`src/rtl/spx_pkg.sv`:
```
package spx_pkg;
    localparam int BYTE_W = 8;
    localparam int CNT_W  = 4;

    typedef enum logic [2:0] {
        ST_IDLE,
        ST_M_LOW,
        ST_M_HIGH,
        ST_S_SHIFT,
        ST_DONE,
        ST_S_WAIT
    } spx_state_e;
endpackage

```
`src/rtl/spx_sync.sv`:
```
module spx_sync #(
    parameter int W      = 3,
    parameter int STAGES = 2,
    parameter logic [W-1:0] RST_VAL = '0
) (
    input  logic         clk,
    input  logic         rst_n,
    input  logic [W-1:0] d,
    output logic [W-1:0] q
);
    logic [W-1:0] chain [STAGES];

    generate
        for (genvar s = 0; s < STAGES; s++) begin : g_stage
            always_ff @(posedge clk or negedge rst_n) begin
                if (!rst_n)
                    chain[s] <= RST_VAL;
                else if (s == 0)
                    chain[s] <= d;
                else
                    chain[s] <= chain[(s == 0) ? 0 : s - 1];
            end
        end
    endgenerate

    assign q = chain[STAGES-1];
endmodule

```
`src/rtl/spx_clkdiv.sv`:
```
module spx_clkdiv #(
    parameter int DIV_W = 8
) (
    input  logic             clk,
    input  logic             rst_n,
    input  logic             run,
    input  logic [DIV_W-1:0] div,
    output logic             tick
);
    logic [DIV_W-1:0] cnt;

    assign tick = run && (cnt == div);

    always_ff @(posedge clk or negedge rst_n) begin
        if (!rst_n)
            cnt <= '0;
        else if (!run || tick)
            cnt <= '0;
        else
            cnt <= cnt + 1'b1;
    end
endmodule

```
`src/rtl/spx_shreg.sv`:
```
module spx_shreg #(
    parameter int W = 8
) (
    input  logic         clk,
    input  logic         rst_n,
    input  logic         load,
    input  logic [W-1:0] load_val,
    input  logic         tx_shift,
    input  logic         rx_clear,
    input  logic         rx_shift,
    input  logic         rx_bit,
    output logic         tx_msb,
    output logic [W-1:0] rx_val
);
    logic [W-1:0] tx_sh;
    logic [W-1:0] rx_sh;

    always_ff @(posedge clk or negedge rst_n) begin
        if (!rst_n)
            tx_sh <= '0;
        else if (load)
            tx_sh <= load_val;
        else if (tx_shift)
            tx_sh <= {tx_sh[W-2:0], 1'b0};
    end

    always_ff @(posedge clk or negedge rst_n) begin
        if (!rst_n)
            rx_sh <= '0;
        else if (rx_clear)
            rx_sh <= '0;
        else if (rx_shift)
            rx_sh <= {rx_sh[W-2:0], rx_bit};
    end

    assign tx_msb = tx_sh[W-1];
    assign rx_val = rx_sh;
endmodule

```
`src/rtl/spi_xfer_engine.sv`:
```
module spi_xfer_engine
    import spx_pkg::*;
#(
    parameter int DIV_W = 8
) (
    input  logic             clk,
    input  logic             rst_n,
    input  logic             is_master,
    input  logic [2:0]       char_len,
    input  logic [DIV_W-1:0] clk_div,
    input  logic             ssv,
    input  logic             wr_en,
    input  logic [7:0]       wr_data,
    input  logic             rd_en,
    output logic [7:0]       rd_data,
    output logic             tx_empty,
    output logic             rx_full,
    output logic             busy,
    output logic             sck_o,
    output logic             ss_o,
    input  logic             sck_i,
    input  logic             ss_i,
    input  logic             sdi,
    output logic             sdo
);
    localparam logic [CNT_W-1:0] FULL_LEN = CNT_W'(BYTE_W);

    spx_state_e state, state_nx;

    logic [7:0]       tx_hold;
    logic             sh_full;
    logic [CNT_W-1:0] bitcnt;
    logic [CNT_W-1:0] len_eff;
    logic             tick;
    logic             run_div;
    logic [2:0]       sync_q;
    logic             sck_s, ss_s, sdi_s, sck_d;
    logic             sck_rise, sck_fall, ss_act;
    logic             wr_ok, load_m, load_s, enter_s;
    logic             sample, tx_shift, last_bit;
    logic [7:0]       rx_val;

    spx_sync #(.W(3), .STAGES(2), .RST_VAL(3'b010)) u_sync (
        .clk   (clk),
        .rst_n (rst_n),
        .d     ({sck_i, ss_i, sdi}),
        .q     (sync_q)
    );
    assign {sck_s, ss_s, sdi_s} = sync_q;

    always_ff @(posedge clk or negedge rst_n) begin
        if (!rst_n) sck_d <= 1'b0;
        else        sck_d <= sck_s;
    end

    assign sck_rise = sck_s && !sck_d;
    assign sck_fall = !sck_s && sck_d;
    assign ss_act   = !ss_s;

    assign run_div = (state == ST_M_LOW) || (state == ST_M_HIGH);

    spx_clkdiv #(.DIV_W(DIV_W)) u_div (
        .clk   (clk),
        .rst_n (rst_n),
        .run   (run_div),
        .div   (clk_div),
        .tick  (tick)
    );

    assign len_eff  = (char_len == 3'd0) ? FULL_LEN : {1'b0, char_len};
    assign wr_ok    = wr_en && tx_empty;
    assign load_m   = is_master && (state == ST_IDLE) && !tx_empty;
    assign load_s   = !is_master && (state == ST_IDLE) && !tx_empty && !sh_full;
    assign enter_s  = !is_master && (state == ST_IDLE) && ss_act;
    assign last_bit = (bitcnt == len_eff);
    assign sample   = ((state == ST_M_LOW) && tick) ||
                      ((state == ST_S_SHIFT) && sck_rise);
    assign tx_shift = ((state == ST_M_HIGH) && tick && !last_bit) ||
                      ((state == ST_S_SHIFT) && sck_fall);

    spx_shreg #(.W(BYTE_W)) u_shreg (
        .clk      (clk),
        .rst_n    (rst_n),
        .load     (load_m || load_s),
        .load_val (tx_hold),
        .tx_shift (tx_shift),
        .rx_clear (load_m || enter_s),
        .rx_shift (sample),
        .rx_bit   (is_master ? sdi : sdi_s),
        .tx_msb   (sdo),
        .rx_val   (rx_val)
    );

    // state register
    always_ff @(posedge clk or negedge rst_n) begin
        if (!rst_n) state <= ST_IDLE;
        else        state <= state_nx;
    end

    // next state
    always_comb begin
        state_nx = state;
        unique case (state)
            ST_IDLE: begin
                if (load_m)       state_nx = ST_M_LOW;
                else if (enter_s) state_nx = ST_S_SHIFT;
            end
            ST_M_LOW: begin
                if (tick) state_nx = ST_M_HIGH;
            end
            ST_M_HIGH: begin
                if (tick) state_nx = last_bit ? ST_DONE : ST_M_LOW;
            end
            ST_S_SHIFT: begin
                if (!ss_act)
                    state_nx = ST_IDLE;
                else if (sck_rise && ((bitcnt + 1'b1) == len_eff))
                    state_nx = ST_DONE;
            end
            ST_DONE: begin
                state_nx = is_master ? ST_IDLE : ST_S_WAIT;
            end
            ST_S_WAIT: begin
                if (!ss_act) state_nx = ST_IDLE;
            end
            default: state_nx = ST_IDLE;
        endcase
    end

    // outputs and registers
    always_comb begin
        sck_o = (state == ST_M_HIGH);
        busy  = (state != ST_IDLE);
    end

    always_ff @(posedge clk or negedge rst_n) begin
        if (!rst_n) begin
            tx_hold  <= '0;
            tx_empty <= 1'b1;
            sh_full  <= 1'b0;
            bitcnt   <= '0;
            rd_data  <= '0;
            rx_full  <= 1'b0;
            ss_o     <= 1'b1;
        end else begin
            ss_o <= is_master ? ssv : 1'b1;

            if (wr_ok) begin
                tx_hold  <= wr_data;
                tx_empty <= 1'b0;
            end else if (load_m || load_s) begin
                tx_empty <= 1'b1;
            end

            if (enter_s)     sh_full <= 1'b0;
            else if (load_s) sh_full <= 1'b1;

            if (load_m || enter_s) bitcnt <= '0;
            else if (sample)       bitcnt <= bitcnt + 1'b1;

            if (state == ST_DONE) begin
                rd_data <= rx_val;
                rx_full <= 1'b1;
            end else if (rd_en) begin
                rx_full <= 1'b0;
            end
        end
    end
endmodule

```
`config.mk`:
```
export PLATFORM = sky130hd
export DESIGN_NAME = spi_xfer_engine
export DESIGN_NICKNAME = d
export VERILOG_FILES = /design/src/rtl/spx_pkg.sv /design/src/rtl/spx_sync.sv /design/src/rtl/spx_clkdiv.sv /design/src/rtl/spx_shreg.sv /design/src/rtl/spi_xfer_engine.sv
export SDC_FILE = /design/constraint.sdc
export NUM_CORES = 1
export LEC_CHECK = 0
export BUFFER_PORTS_ARGS = -buffer_cell sky130_fd_sc_hd__buf_2
export CAP_MARGIN = 5
export CORE_MARGIN = 2
export CORE_UTILIZATION = 60
export CTS_CLUSTER_DIAMETER = 80
export CTS_CLUSTER_SIZE = 8
export DETAILED_ROUTE_END_ITERATION = 8
export HOLD_SLACK_MARGIN = 0.03
export PLACE_DENSITY = 0.94
export REMOVE_ABC_BUFFERS = 1
export SLEW_MARGIN = 20
export SYNTH_ARGS = -nofsm -noshare
export SYNTH_HDL_FRONTEND = slang
export SYNTH_SLANG_ARGS = --single-unit
```
`constraint.sdc`:
```
create_clock -name clk -period 3.49 [get_ports clk]
set_input_delay 0.5235 -clock clk [delete_from_list [all_inputs] [get_ports clk]]
set_output_delay 0.5235 -clock clk [all_outputs]
set_load 0.1 [all_outputs]
```
## After elaboration in Yosys (flattened, before gate mapping)

Index checks and enable logic that the tools add are counted.

- Register bits after elaboration: 58
- Word-level logic and storage cells: 94
- Input port bits: 28

- $add $sub $neg: 2
- Reduce and logical (&&, ||, !) cells: 39
- Mux-type cells: 26
- Eq/ne operators: 13

Operator list:

| operator | count |
|---|---|
| 2-to-1 mux 8 bit | 5 |
| 2-to-1 mux 3 bit | 9 |
| case mux 3 bit (6 select lines) | 1 |
| logical AND 1 bit | 16 |
| 2-to-1 mux 4 bit | 3 |
| nonzero test 2 bit | 5 |
| adder 8 x 1 -> 8 bit, second input constant | 1 |
| equality test 4 bit | 2 |
| equality test 8 bit | 1 |
| zero test 1 bit | 8 |
| 2-to-1 mux 1 bit | 8 |
| equality test 3 x 2 -> 1 bit, second input constant | 2 |
| equality test 3 bit, second input constant | 2 |
| zero test 3 bit | 2 |
| logical OR 1 bit | 6 |
| AND reduction 5 bit | 1 |
| adder 4 x 1 -> 4 bit, second input constant | 1 |
| inequality test 2 x 1 -> 1 bit, second input constant | 2 |
| equality test 3 x 1 -> 1 bit, second input constant | 1 |
| inequality test 3 x 1 -> 1 bit, second input constant | 1 |
| inequality test 3 bit, second input constant | 1 |
| nonzero test 3 bit | 1 |
| inequality test 2 bit, second input constant | 1 |

## Logic depth before layout (Yosys ltp)

Gate-level depths: netlist (run 1).

- Word-level depth: 8
- Depth in mapped cells: 8
- Mapped depth without buffers: 7

## Cells and area by module

Synthesis (run 1) repeated with hierarchy kept, for this count alone.

- Cells, all modules: 233
- Area, all modules: 2820.2 um^2

By module, submodules not included:

| module | cells each | times used | area an instance (um^2) |
|---|---|---|---|
| spi_xfer_engine | 118 | 1 | 1450.1 |
| spx_shreg | 60 | 1 | 694.4 |
| spx_clkdiv | 46 | 1 | 500.5 |
| spx_sync | 9 | 1 | 175.2 |

## Worst setup path before layout (run 1)

Ideal clock, no wire load.

- Kind: flip-flop to flip-flop
- From: register state[2]
- To: register u_shreg.tx_sh[7]
- Path slack: 1340 ps
- Library setup time: 128 ps
- Required time: 3362 ps
- Arrival time: 2021 ps
- Stages on the path, launching flop included: 7
- Clock period less this slack: 2150 ps
- Cell sequence: dfrtp_1 buf_6 or3_4 buf_6 nor3_4 mux2_2 mux2_1

- Longest elaborated chain between the ends: 7
- Elaborated cells between the ends (all ways): 18
- Those cells by class: eq/ne: 3; mux: 1; reduce/logical: 14

Ends and longest elaborated chain:

| element | RTL line | text |
|---|---|---|
| start: declaration | spi_xfer_engine.sv:28 | `spx_state_e state, state_nx;` |
| start signal: assignment | spi_xfer_engine.sv:97 | `else state <= state_nx;` |
| equality test 3 x 1 -> 1 bit / equality test 3 x 2 -> 1 bit (equally long branches) | spi_xfer_engine.sv:60, spi_xfer_engine.sv:78 |  |
| logical OR 1 bit | spi_xfer_engine.sv:60 | `assign run_div = (state == ST_M_LOW) \|\| (state == ST_M_HIGH);` |
| logical AND 1 bit | spx_clkdiv.sv:12 | `assign tick = run && (cnt == div);` |
| logical AND 1 bit (2 in a row) | spi_xfer_engine.sv:78 | `assign tx_shift = ((state == ST_M_HIGH) && tick && !last_bit) \|\|` |
| logical OR 1 bit | spi_xfer_engine.sv:78 |  |
| nonzero test 2 bit (no source line) | n/a |  |
| end signal: assignment | spx_shreg.sv:22 | `tx_sh <= load_val;` |
| end signal: assignment | spx_shreg.sv:24 | `tx_sh <= {tx_sh[W-2:0], 1'b0};` |
| end: declaration | spx_shreg.sv:15 | `logic [W-1:0] tx_sh;` |

Several ways; a longest one is shown, not always the timed one.
A chain may end at the register's enable or synchronous reset.

## Worst setup path in the final report (run 1)

- From: register u_div.cnt[3]
- To: register u_shreg.rx_sh[0] (netlist: u_shreg.rx_val[0])

- Longest elaborated chain between the ends: 5

Ends and longest elaborated chain:

| element | RTL line | text |
|---|---|---|
| start: declaration | spx_clkdiv.sv:10 | `logic [DIV_W-1:0] cnt;` |
| start signal: assignment | spx_clkdiv.sv:20 | `cnt <= cnt + 1'b1;` |
| equality test 8 bit | spx_clkdiv.sv:12 |  |
| logical AND 1 bit | spx_clkdiv.sv:12 |  |
| logical AND 1 bit | spi_xfer_engine.sv:76 | `assign sample = ((state == ST_M_LOW) && tick) \|\|` |
| logical OR 1 bit | spi_xfer_engine.sv:76 |  |
| nonzero test 2 bit (no source line) | n/a |  |
| end signal: assignment | spx_shreg.sv:33 | `rx_sh <= {rx_sh[W-2:0], rx_bit};` |
| end: declaration | spx_shreg.sv:16 | `logic [W-1:0] rx_sh;` |

No other way between the ends.

==> impl_metrics.json, run 1 <==
{
  "status": "completed",
  "syn2layout_area_growth_pct": 16.7,
  "yosys.area.top_type": "dfrtp_1",
  "num_vias": 1847,
  "path_buf_inv": 0,
  "worstPathMaxFanout": 14,
  "cts-root-buf": "clkbuf_8",
  "core_mm2": 0.00435,
  "power_leakage_nw": 1.51,
  "stdcell_area_mm2": 0.00315,
  "r2r-start": "u_div.cnt[3]",
  "rows": 24,
  "synthArstFlopShare": 1.00,
  "fp.dieArea_mm2": 0.00506,
  "antenna_found_initial": 0,
  "slowest_delay_ns": 0.49,
  "slew_headroom": 0.452,
  "tns_ns": 0,
  "wl_um": 5170,
  "chipHeight_um": 71.1,
  "hpwl_um": 3740,
  "worstSetupPathType": "flip-flop to flip-flop",
  "synth.distinct_cells": 42,
  "drive_above_1_share": 0.335,
  "cts-hold-fix-buffers": 0,
  "hold_viol": 0,
  "fin_crit_sh": 0.671,
  "first_pass_iters": 4,
  "clockBufferDepth": 2,
  "min_period_ns": 2.34,
  "critPathLaunchType": "flip-flop",
  "layout_common_cells": "dfrtp_1, buf_2, mux2_2",
  "r2r_end": "u_shreg.rx_val[0]",
  "yosysWarningCount": 0,
  "grt_pass1_vias": 1991,
  "n_antenna_cell": 0,
  "setup-violations-final": 0,
  "dpl_cell_area_mm2": 0.00296,
  "maxCapViolCount": 0,
  "fin_util": 0.724,
  "initial_core_util": 0.621,
  "min_path_type": "input port to asynchronous set/reset pin",
  "drcViolationCount": 0,
  "io_pins": 42,
  "clock_latency_ns": 0.33,
  "cp.required_ns": 3.73,
  "finalNetCount": 303,
  "syn_area_per_cell_um2": 11.9,
  "place_congestion": 0.771,
  "synth_seq_cells": 58,
  "grt_pass1_wl_um": 9030,
  "cp_slowest_cell": "nand3_1",
  "drv_slew": 0,
  "overflow": 0,
  "synth_edf_count": 0,
  "fp.dieW_um": 71.1,
  "grt_max_degree": 33,
  "ant_nets": 0,
  "max_freq_mhz": 427,
  "cts.clk_slew.worst_paths_ns": 0.06,
  "rsz0062_at_grt": "false",
  "rrSetupSlack_ns": 1.15,
  "ys_seq_area_frac": 0.539,
  "numCtsBuffers": 9,
  "peakVddDrop_mv": 0.613,
  "pre_cts_ws_ns": 0.899,
  "crit_chain": "xor2_1 -> nor4_1 -> nand3_1 -> and2_1 -> o31ai_1",
  "crit_family": "simple AND/OR/NAND/NOR gates",
  "layout_commonest_cell": "dfrtp_1",
  "setup_ws_ns": 1.15,
  "cts_resized": 0,
  "viasPerCell": 5.60,
  "whs_ns": 0.155,
  "clock-sinks": 58,
  "cts_tree": "yes",
  "wire_per_inst_um": 15.7,
  "htree_levels": 3,
  "r2r_cells": 5,
  "dr.first_iter.drc_count": 74,
  "fin_skew_ns": 0.00306,
  "power-per-cell-area_mw_per_mm2": 987,
  "track_usage": 0.236,
  "post_cts_buffers": 0,
  "cp-end-kind": "flip-flop",
  "worstMarginPinSlew_ns": 0.820,
  "synthCells": 227,
  "ys.flop_type": "dfrtp_1",
  "io_buffers": 41,
  "arrival_ns": 2.58,
  "synth_top_area_share": 0.500,
  "synth_area_leaders": "dfrtp_1, mux2_2, xor2_1",
  "syn_area_mm2": 0.00270
}
## registers in the layout, indices dropped and copies added, names as in the netlist, 3 cells and up
name            count
u_shreg.tx_sh       8
u_shreg.rx_val      8
tx_hold             8
u_sync.chain        3
rd_data             8
state               3
u_div.cnt           8
bitcnt              4
u_sync.q            3
## worst max-delay path by stage
stage                                    to          from  slack, ns  cells after the start
after floorplan                   bitcnt[1]      tx_empty       1.22                      5
after global placement    u_shreg.rx_val[0]    clk_div[3]       1.06                      6
after detailed placement  u_shreg.rx_val[0]    clk_div[3]       0.90                      6
after CTS                 u_shreg.rx_val[0]  u_div.cnt[3]       1.13                      5
after global routing      u_shreg.rx_val[0]  u_div.cnt[3]       0.89                      5
final                     u_shreg.rx_val[0]  u_div.cnt[3]       1.15                      5
## report_power, final
| group | switching, mW | total, mW | leakage (nW) | internal (mW) |
|---|---|---|---|---|
| clock network | 0.247 | 0.616 | 0.101 | 0.368 |
| logic | 0.942 | 1.41 | 0.674 | 0.470 |
| registers | 0.176 | 1.08 | 0.737 | 0.908 |
## worst reg2reg max path: stages (launching register included)
cell     delay, ns
dfrtp_1       0.43
xor2_1        0.17
nor4_1        0.49
nand3_1       0.49
and2_1        0.43
o31ai_1       0.25
## per-stage QoR
stage                     total power [mW]  cells
after floorplan                       2.21    219
after global placement                2.43    313
after detailed placement              2.51    314
after CTS                             3.14    330
after global routing                  3.29    330
final                                 3.11    330
## Yosys cell counts, types with 2 or more instances
cell type and count:
dfrtp_1 54, and2_1 4, mux2i_1 4, ha_1 2, inv_1 5, dfstp_2 4, buf_6 2, nor3_1 4
nand3_1 17, or2_2 4, mux2_1 7, nor2_1 13, a22o_1 2, nor3b_1 2, clkbuf_1 6, nor2b_1 2
o21ai_0 11, xnor2_1 3, nand2_1 13, and3_1 2, nor4_1 2, a21oi_1 2, nand2b_1 4, a21o_1 2
mux2_2 25, xor2_1 15
## cell type report
cell class / instances / area, um2
multi-input cells: 156 / 1180
clock buffers: 14 / 163
repair buffers: 43 / 233
flip-flops and latches: 58 / 1460
clock inverters: 2 / 35.0
well taps: 52 / 65.1
fillers: 303 / 1200
inverters: 5 / 18.8
## per-layer routing
layer,vias up,track usage,share of wire
met5,-,0,0
met4,0,0.130,0.031
met3,18,0.0783,0.049
met2,50,0.369,0.49
met1,890,0.291,0.43
li1,889,-,-
## kinds of logic (layout without fill, tap and decap cells)
group | Yosys count | count (layout) | synth area share
buf+inv | 13 | 64 | 0.0236
xor+xnor | 19 | 19 | 0.0671
flops | 58 | 58 | 0.539
mux | 36 | 36 | 0.148
simple gates | 70 | 70 | 0.135
compound gates | 29 | 29 | 0.0782
fa+ha+maj | 2 | 2 | 0.00925
Power figures use the tool's default switching activity.
==> inputs of run 2 (changes only) <==
--- a/config.mk
+++ b/config.mk
@@ -5,15 +5,16 @@
 export SDC_FILE = /design/constraint.sdc
 export NUM_CORES = 1
 export LEC_CHECK = 0
+export ABC_AREA = 1
 export BUFFER_PORTS_ARGS = -buffer_cell sky130_fd_sc_hd__buf_2
 export CAP_MARGIN = 5
 export CORE_MARGIN = 2
-export CORE_UTILIZATION = 60
+export CORE_UTILIZATION = 51
 export CTS_CLUSTER_DIAMETER = 80
 export CTS_CLUSTER_SIZE = 8
 export DETAILED_ROUTE_END_ITERATION = 8
 export HOLD_SLACK_MARGIN = 0.03
-export PLACE_DENSITY = 0.94
+export PLACE_DENSITY = 0.85
 export REMOVE_ABC_BUFFERS = 1
 export SLEW_MARGIN = 20
 export SYNTH_ARGS = -nofsm -noshare
==> constraint.sdc (replaced) <==
create_clock -name clk -period 2.02 [get_ports clk]
set_input_delay 0.303 -clock clk [delete_from_list [all_inputs] [get_ports clk]]
set_output_delay 0.303 -clock clk [all_outputs]
set_load 0.1 [all_outputs]
==> run 2 against run 1 <==
- worst setup slack worse by 1.0 ns
- total power is 72% higher
- largest power group unchanged
- die area is 25% higher
- critical endpoint is now sck_o
- worst hold slack worse by 0.092 ns
- area after synthesis is 7.9% higher
- sequential share of layout area is 3.3 points lower
- via count is 31% higher
- utilization is 11 points lower
- combinational power is 80% higher
==> impl_metrics.json, run 2 <==
{
  "status": "completed",
  "clock-sinks": 58,
  "worstSetupPathType": "flip-flop to primary output",
  "max_freq_mhz": 523,
  "place_congestion": 0.834,
  "synth-adder-area-share": 0.00858,
  "io_buffers": 41,
  "finalNetCount": 441,
  "cp_common_cell": "inv_1",
  "wire_per_inst_um": 11.8,
  "worstMarginPinSlew_ns": 0.622,
  "synth_seq_cells": 58,
  "slew_headroom": 0.585,
  "grt_pass1_wl_um": 10000,
  "htree_levels": 3,
  "fin_skew_ns": 0.00635,
  "num_vias": 2420,
  "min_path_cells": 1,
  "viasPerCell": 4.97,
  "ys_top_cells_by_count": "nand2_1, dfrtp_1, inv_1, nand3_1, nor2_1",
  "power_leakage_nw": 1.84,
  "fin_crit_sh": 0.946,
  "hold_viol": 0,
  "cp_slowest_cell": "dfrtp_1",
  "synthCells": 362,
  "crit_cells": 4,
  "seqPwrFrac": 0.341,
  "synthArstFlopShare": 1.00,
  "n_antenna_cell": 0,
  "whs_ns": 0.0628,
  "synth_area_leaders": "dfrtp_1, nand2_1, nand3_1",
  "layout_common_cells": "nand2_1, dfrtp_1, inv_1, buf_2, nand3_1",
  "power_frac_comb": 0.473,
  "dr.first_iter.drc_count": 161,
  "fp.dieArea_mm2": 0.00634,
  "clockBufferDepth": 2,
  "maxCapViolCount": 0,
  "drcViolationCount": 0,
  "syn_area_mm2": 0.00292,
  "first_pass_iters": 4,
  "layout_commonest_cell": "nand2_1",
  "overflow": 0,
  "p_clk_frac": 0.187,
  "rsz0062_at_grt": "false",
  "yosys.area.top_type": "dfrtp_1",
  "track_usage": 0.206,
  "grt_pass1_vias": 2300,
  "io_pins": 42,
  "clock_latency_ns": 0.34,
  "synth_compound_area_frac": 0.0540,
  "wl_um": 5770,
  "swShare": 0.479,
  "drv_slew": 0,
  "cts_tree": "yes",
  "yosysWarningCount": 0,
  "initial_core_util": 0.530,
  "chipHeight_um": 79.6,
  "syn_area_per_cell_um2": 8.06,
  "core_mm2": 0.00551,
  "numCtsBuffers": 9,
  "power-per-cell-area_mw_per_mm2": 1580,
  "intPower_mw": 2.79,
  "cp-end-kind": "primary output",
  "synth-xor-area-share": 0.0210,
  "cts-root-buf": "clkbuf_8",
  "antenna_found_initial": 0,
  "synth_top_family_by_area": "simple AND/OR/NAND/NOR gates",
  "arrival_ns": 1.61,
  "ys.flop_type": "dfrtp_1",
  "crit_chain": "inv_1 -> nand3_1 -> inv_1 -> clkbuf_4",
  "rows": 27,
  "min_path_type": "input port to flip-flop",
  "drive_above_1_share": 0.210,
  "peakVddDrop_mv": 0.836,
  "synth.area.mux_share": 0.0309,
  "synth-simple-area-share": 0.313,
  "worstPathMaxFanout": 5,
  "path_buf_inv": 3,
  "slowest_delay_ns": 0.41,
  "critPathLaunchType": "flip-flop",
  "grt_max_degree": 25,
  "cts.clk_slew.worst_paths_ns": 0.06,
  "synth_edf_count": 0,
  "r2r_cells": 11,
  "ant_nets": 0,
  "syn2layout_area_growth_pct": 16.4,
  "min_period_ns": 1.91,
  "synth_most_common_cell": "nand2_1",
  "synth.distinct_cells": 33,
  "hpwl_um": 4280,
  "ys_seq_area_frac": 0.499,
  "fp.dieW_um": 79.6,
  "cp.required_ns": 1.72,
  "crit_family": "buffers and inverters",
  "post_cts_buffers": 0,
  "synth_top_area_share": 0.463,
  "setup-violations-final": 0,
  "p_switching_mw": 2.57,
  "tns_ns": 0
}
[run 2: routing by layer]
| layer | GRT usage | wire (um) | share of wire | vias to the layer above |
|---|---|---|---|---|
| met5 | 0 | 0 | 0 | - |
| met4 | 0.0983 | 107 | 0.019 | 0 |
| met3 | 0.0520 | 273 | 0.047 | 9 |
| met2 | 0.339 | 2790 | 0.48 | 51 |
| met1 | 0.253 | 2600 | 0.45 | 1125 |
| li1 | - | - | - | 1235 |
[run 2: path summary, 6_finish.rpt]
| path | start | end | slack [ns] |
|---|---|---|---|
| max | state[2] | sck_o | 0.11 |
| min | ss_i | u_sync.chain[4] | 0.06 |
| max reg2reg | u_div.cnt[3] | u_shreg.rx_val[1] | 0.22 |
| min reg2reg | u_sync.chain[4] | u_sync.q[1] | 0.35 |
| max in group asynchronous | rst_n | tx_empty | 0.94 |
| min in group asynchronous | rst_n | rd_data[5] | 0.43 |
[run 2: repair_timing]
action / CTS / global route
hold buffers: 1 / 0
hold endpoints to repair: 15 / 0
gates resized for setup: 0 / 2
endpoints found under the setup margin: 0 / 13
[run 2: logic make-up (layout without fill, tap and decap cells)]
logic type / Yosys count / in the layout
AOI/OAI and AO/OA: 25 / 25
xor gates and xnor gates: 7 / 7
adders and majority gates: 2 / 2
buffers and inverters: 52 / 105
DFF: 58 / 58
muxes: 8 / 8
and+or+nand+nor: 210 / 210
[run 2: stage by stage]
step | cell area (um2) | util | power (mW) | worst slack [ns] | instances
finish | 3400 | 0.617 | 5.36 | 0.109 | 487
global route | 3400 | 0.617 | 5.75 | 0.0187 | 487
CTS | 3390 | 0.616 | 5.39 | 0.0165 | 487
detailed placement | 3190 | 0.579 | 4.36 | 0.164 | 471
global placement | 3190 | 0.579 | 4.27 | 0.290 | 471
floorplan | 2870 | - | 3.83 | 0.0384 | 355
[run 2: final cells by class]
type / instances / area, um2
clock buffer: 13 / 179
clock inverter: 2 / 10.0
fill: 478 / 2110
inverter: 45 / 169
multi-input combinational: 252 / 1250
sequential: 58 / 1460
tap: 72 / 90.1
timing repair buffer: 45 / 240
[run 2: worst reg2reg max path, stage by stage, from the launching register on]
cell and delay, ns:
dfrtp_1 0.41, inv_2 0.08, nand2_1 0.05, nand2_1 0.05, nand2_1 0.05, nor2_1 0.20, nand2_1 0.14, inv_1 0.07
nand2_1 0.28, nand2_4 0.27, nand2_1 0.08, nand2_1 0.06
[run 2: power groups by stage]
stage | Sequential [mW] | Combinational, mW | Clock, mW
6_report | 1.83 | 2.54 | 1.00
5_1_grt | 1.88 | 2.80 | 1.07
4_1_cts | 1.83 | 2.54 | 1.02
3_5_place_dp | 1.84 | 2.52 | 0
3_3_place_gp | 1.82 | 2.45 | 0
2_1_floorplan | 2.41 | 1.42 | 0
==> inputs of run 3 (changes only) <==
--- a/config.mk
+++ b/config.mk
@@ -9,12 +9,13 @@
 export BUFFER_PORTS_ARGS = -buffer_cell sky130_fd_sc_hd__buf_2
 export CAP_MARGIN = 5
 export CORE_MARGIN = 2
-export CORE_UTILIZATION = 51
+export CORE_UTILIZATION = 61
 export CTS_CLUSTER_DIAMETER = 80
 export CTS_CLUSTER_SIZE = 8
 export DETAILED_ROUTE_END_ITERATION = 8
 export HOLD_SLACK_MARGIN = 0.03
-export PLACE_DENSITY = 0.85
+export MAX_ROUTING_LAYER = met4
+export PLACE_DENSITY = 0.94
 export REMOVE_ABC_BUFFERS = 1
 export SLEW_MARGIN = 20
 export SYNTH_ARGS = -nofsm -noshare
==> constraint.sdc (replaced) <==
create_clock -name clk -period 2.2 [get_ports clk]
set_input_delay 0.33 -clock clk [delete_from_list [all_inputs] [get_ports clk]]
set_output_delay 0.33 -clock clk [all_outputs]
set_load 0.1 [all_outputs]
==> run 3 against run 2 <==
- wire length is 0.36% higher
- critical path depth stayed put
- critical endpoint unchanged
- clock power is 14% lower
- register-to-register slack better by 0.07 ns
- largest power group unchanged
- via count is 2.8% higher
- global-route usage is 4.5 points higher
- first-iteration DRC count is 22% higher
- critical path type unchanged
- flip-flop and latch count stayed put
==> impl_metrics.json, run 3 (same netlist as run 2, synthesis figures left out) <==
{
  "setup-violations-final": 0,
  "core_mm2": 0.00466,
  "fillers": 349,
  "rows": 25,
  "min_path_type": "input port to flip-flop",
  "seqPwrFrac": 0.344,
  "peakVddDrop_mv": 1.04,
  "slowest_delay_ns": 0.45,
  "min_path_cells": 1,
  "max_freq_mhz": 503,
  "power_leakage_nw": 1.82,
  "cp.required_ns": 1.87,
  "cp_slowest_cell": "buf_2",
  "r2r_end": "u_shreg.rx_val[7]",
  "dp.cells": 452,
  "hold_viol": 0,
  "layout_commonest_cell": "nand2_1",
  "layoutNonFillerInstCount": 468,
  "track_usage": 0.251,
  "power-per-cell-area_mw_per_mm2": 1460,
  "initial_core_util": 0.626,
  "r2r-start": "state[0]",
  "fp.dieW_um": 73.2,
  "cts-root-buf": "clkbuf_8",
  "antenna_found_initial": 0,
  "pre_cts_ws_ns": 0.374,
  "grt_pass1_wl_um": 9800,
  "multiInputGateArea_mm2": 0.00125,
  "num_vias": 2487,
  "critPathLaunchType": "flip-flop",
  "power_frac_comb": 0.479,
  "wl_um": 5790,
  "first_pass_iters": 4,
  "clockBufferDepth": 2,
  "clock_latency_ns": 0.34,
  "p_switching_mw": 2.37,
  "worstMarginPinSlew_ns": 0.715,
  "grt_pass1_vias": 2335,
  "htree_levels": 3,
  "finalPower_mw": 4.87,
  "cts_tree": "yes",
  "wire_per_inst_um": 12.4,
  "rsz0062_at_grt": "false",
  "layout_common_cells": "nand2_1, dfrtp_1, buf_2",
  "cts-hold-fix-buffers": 0,
  "dr.first_iter.drc_count": 197,
  "numCtsBuffers": 9,
  "overflow": 0,
  "rrSetupSlack_ns": 0.29,
  "fp.dieArea_mm2": 0.00535,
  "cp-end-kind": "primary output",
  "path_buf_inv": 3,
  "drive_above_1_share": 0.205,
  "io_buffers": 41,
  "drv_slew": 0,
  "place_congestion": 0.936,
  "tns_ns": 0,
  "hpwl_um": 4070,
  "ant_nets": 0,
  "intPower_mw": 2.50,
  "crit_chain": "inv_1 -> nand3_1 -> inv_1 -> buf_2",
  "maxCapViolCount": 0,
  "arrival_ns": 1.66,
  "cts_resized": 0,
  "n_antenna_cell": 0,
  "fin_util": 0.715,
  "hold_path_startpoint": "ss_i",
  "drcViolationCount": 0,
  "slew_headroom": 0.524,
  "status": "completed",
  "finalNetCount": 439,
  "swShare": 0.487,
  "clock-sinks": 58,
  "regArea_mm2": 0.00146,
  "crit_family": "buffers and inverters",
  "syn2layout_area_growth_pct": 14.3,
  "setup_ws_ns": 0.212,
  "holdPathEnd": "u_sync.chain[4]",
  "viasPerCell": 5.31,
  "cp_common_cell": "inv_1",
  "worstPathMaxFanout": 5,
  "cts.clk_slew.worst_paths_ns": 0.06,
  "grt_max_degree": 59,
  "min_period_ns": 1.99,
  "post_cts_buffers": 0,
  "p_clk_frac": 0.177,
  "chipHeight_um": 73.2,
  "worstSetupPathType": "flip-flop to primary output",
  "r2r_cells": 7,
  "fin_crit_sh": 0.904,
  "fin_skew_ns": 0.00778,
  "io_pins": 42
}
## run 3: power groups by stage
stage               logic [mW]  registers [mW]  clock network (mW)
global route              2.57            1.72               0.906
floorplan                 1.31            2.22                   0
detailed placement        2.31            1.68                   0
CTS                       2.33            1.67               0.877
global placement          2.24            1.66                   0
finish                    2.33            1.67               0.863
## run 3: final cells by class
class                           count  area share
Tap cell                           54      0.0203
Clock inverter                      3     0.00450
Clock buffer                       13      0.0477
Inverter                           45      0.0507
Timing Repair Buffer               43      0.0660
Sequential cell                    58       0.437
Multi-Input combinational cell    252       0.374
## run 3: metal layers
metal / global-route usage / routed length [um] / vias to the layer above
met2: 0.386 / 2810 / 70
met1: 0.307 / 2620 / 1170
li1: - / - / 1235
met5: - / 0 / -
met3: 0.0511 / 237 / 12
met4: 0.148 / 114 / 0
## run 3: worst max path at each step
stage	start	to	slack (ns)	depth (start not counted)
2_1_floorplan	tx_empty	u_shreg.tx_sh[7]	0.22	7
3_3_place_gp	clk_div[1]	bitcnt[1]	0.45	10
3_5_place_dp	state[0]	u_shreg.rx_val[6]	0.37	7
4_1_cts	state[2]	sck_o	0.21	4
5_1_grt	state[2]	sck_o	0.10	4
6_report	state[2]	sck_o	0.21	4
## run 3: worst reg2reg max path, delay by kind of cell (launching register included)
| kind | cells | cell delay, ns |
|---|---|---|
| compound gates | 1 | 0.54 |
| simple gates | 6 | 0.85 |
| flops | 1 | 0.46 |
## run 3: per-stage QoR
| stage | area, um2 | hold WS, ns |
|---|---|---|
| 2_1_floorplan | 2870 | 0.0344 |
| 3_3_place_gp | 3160 | 0.331 |
| 3_5_place_dp | 3160 | 0.337 |
| 4_1_cts | 3330 | 0.0853 |
| 5_1_grt | 3330 | 0.0862 |
| 6_report | 3330 | 0.0968 |
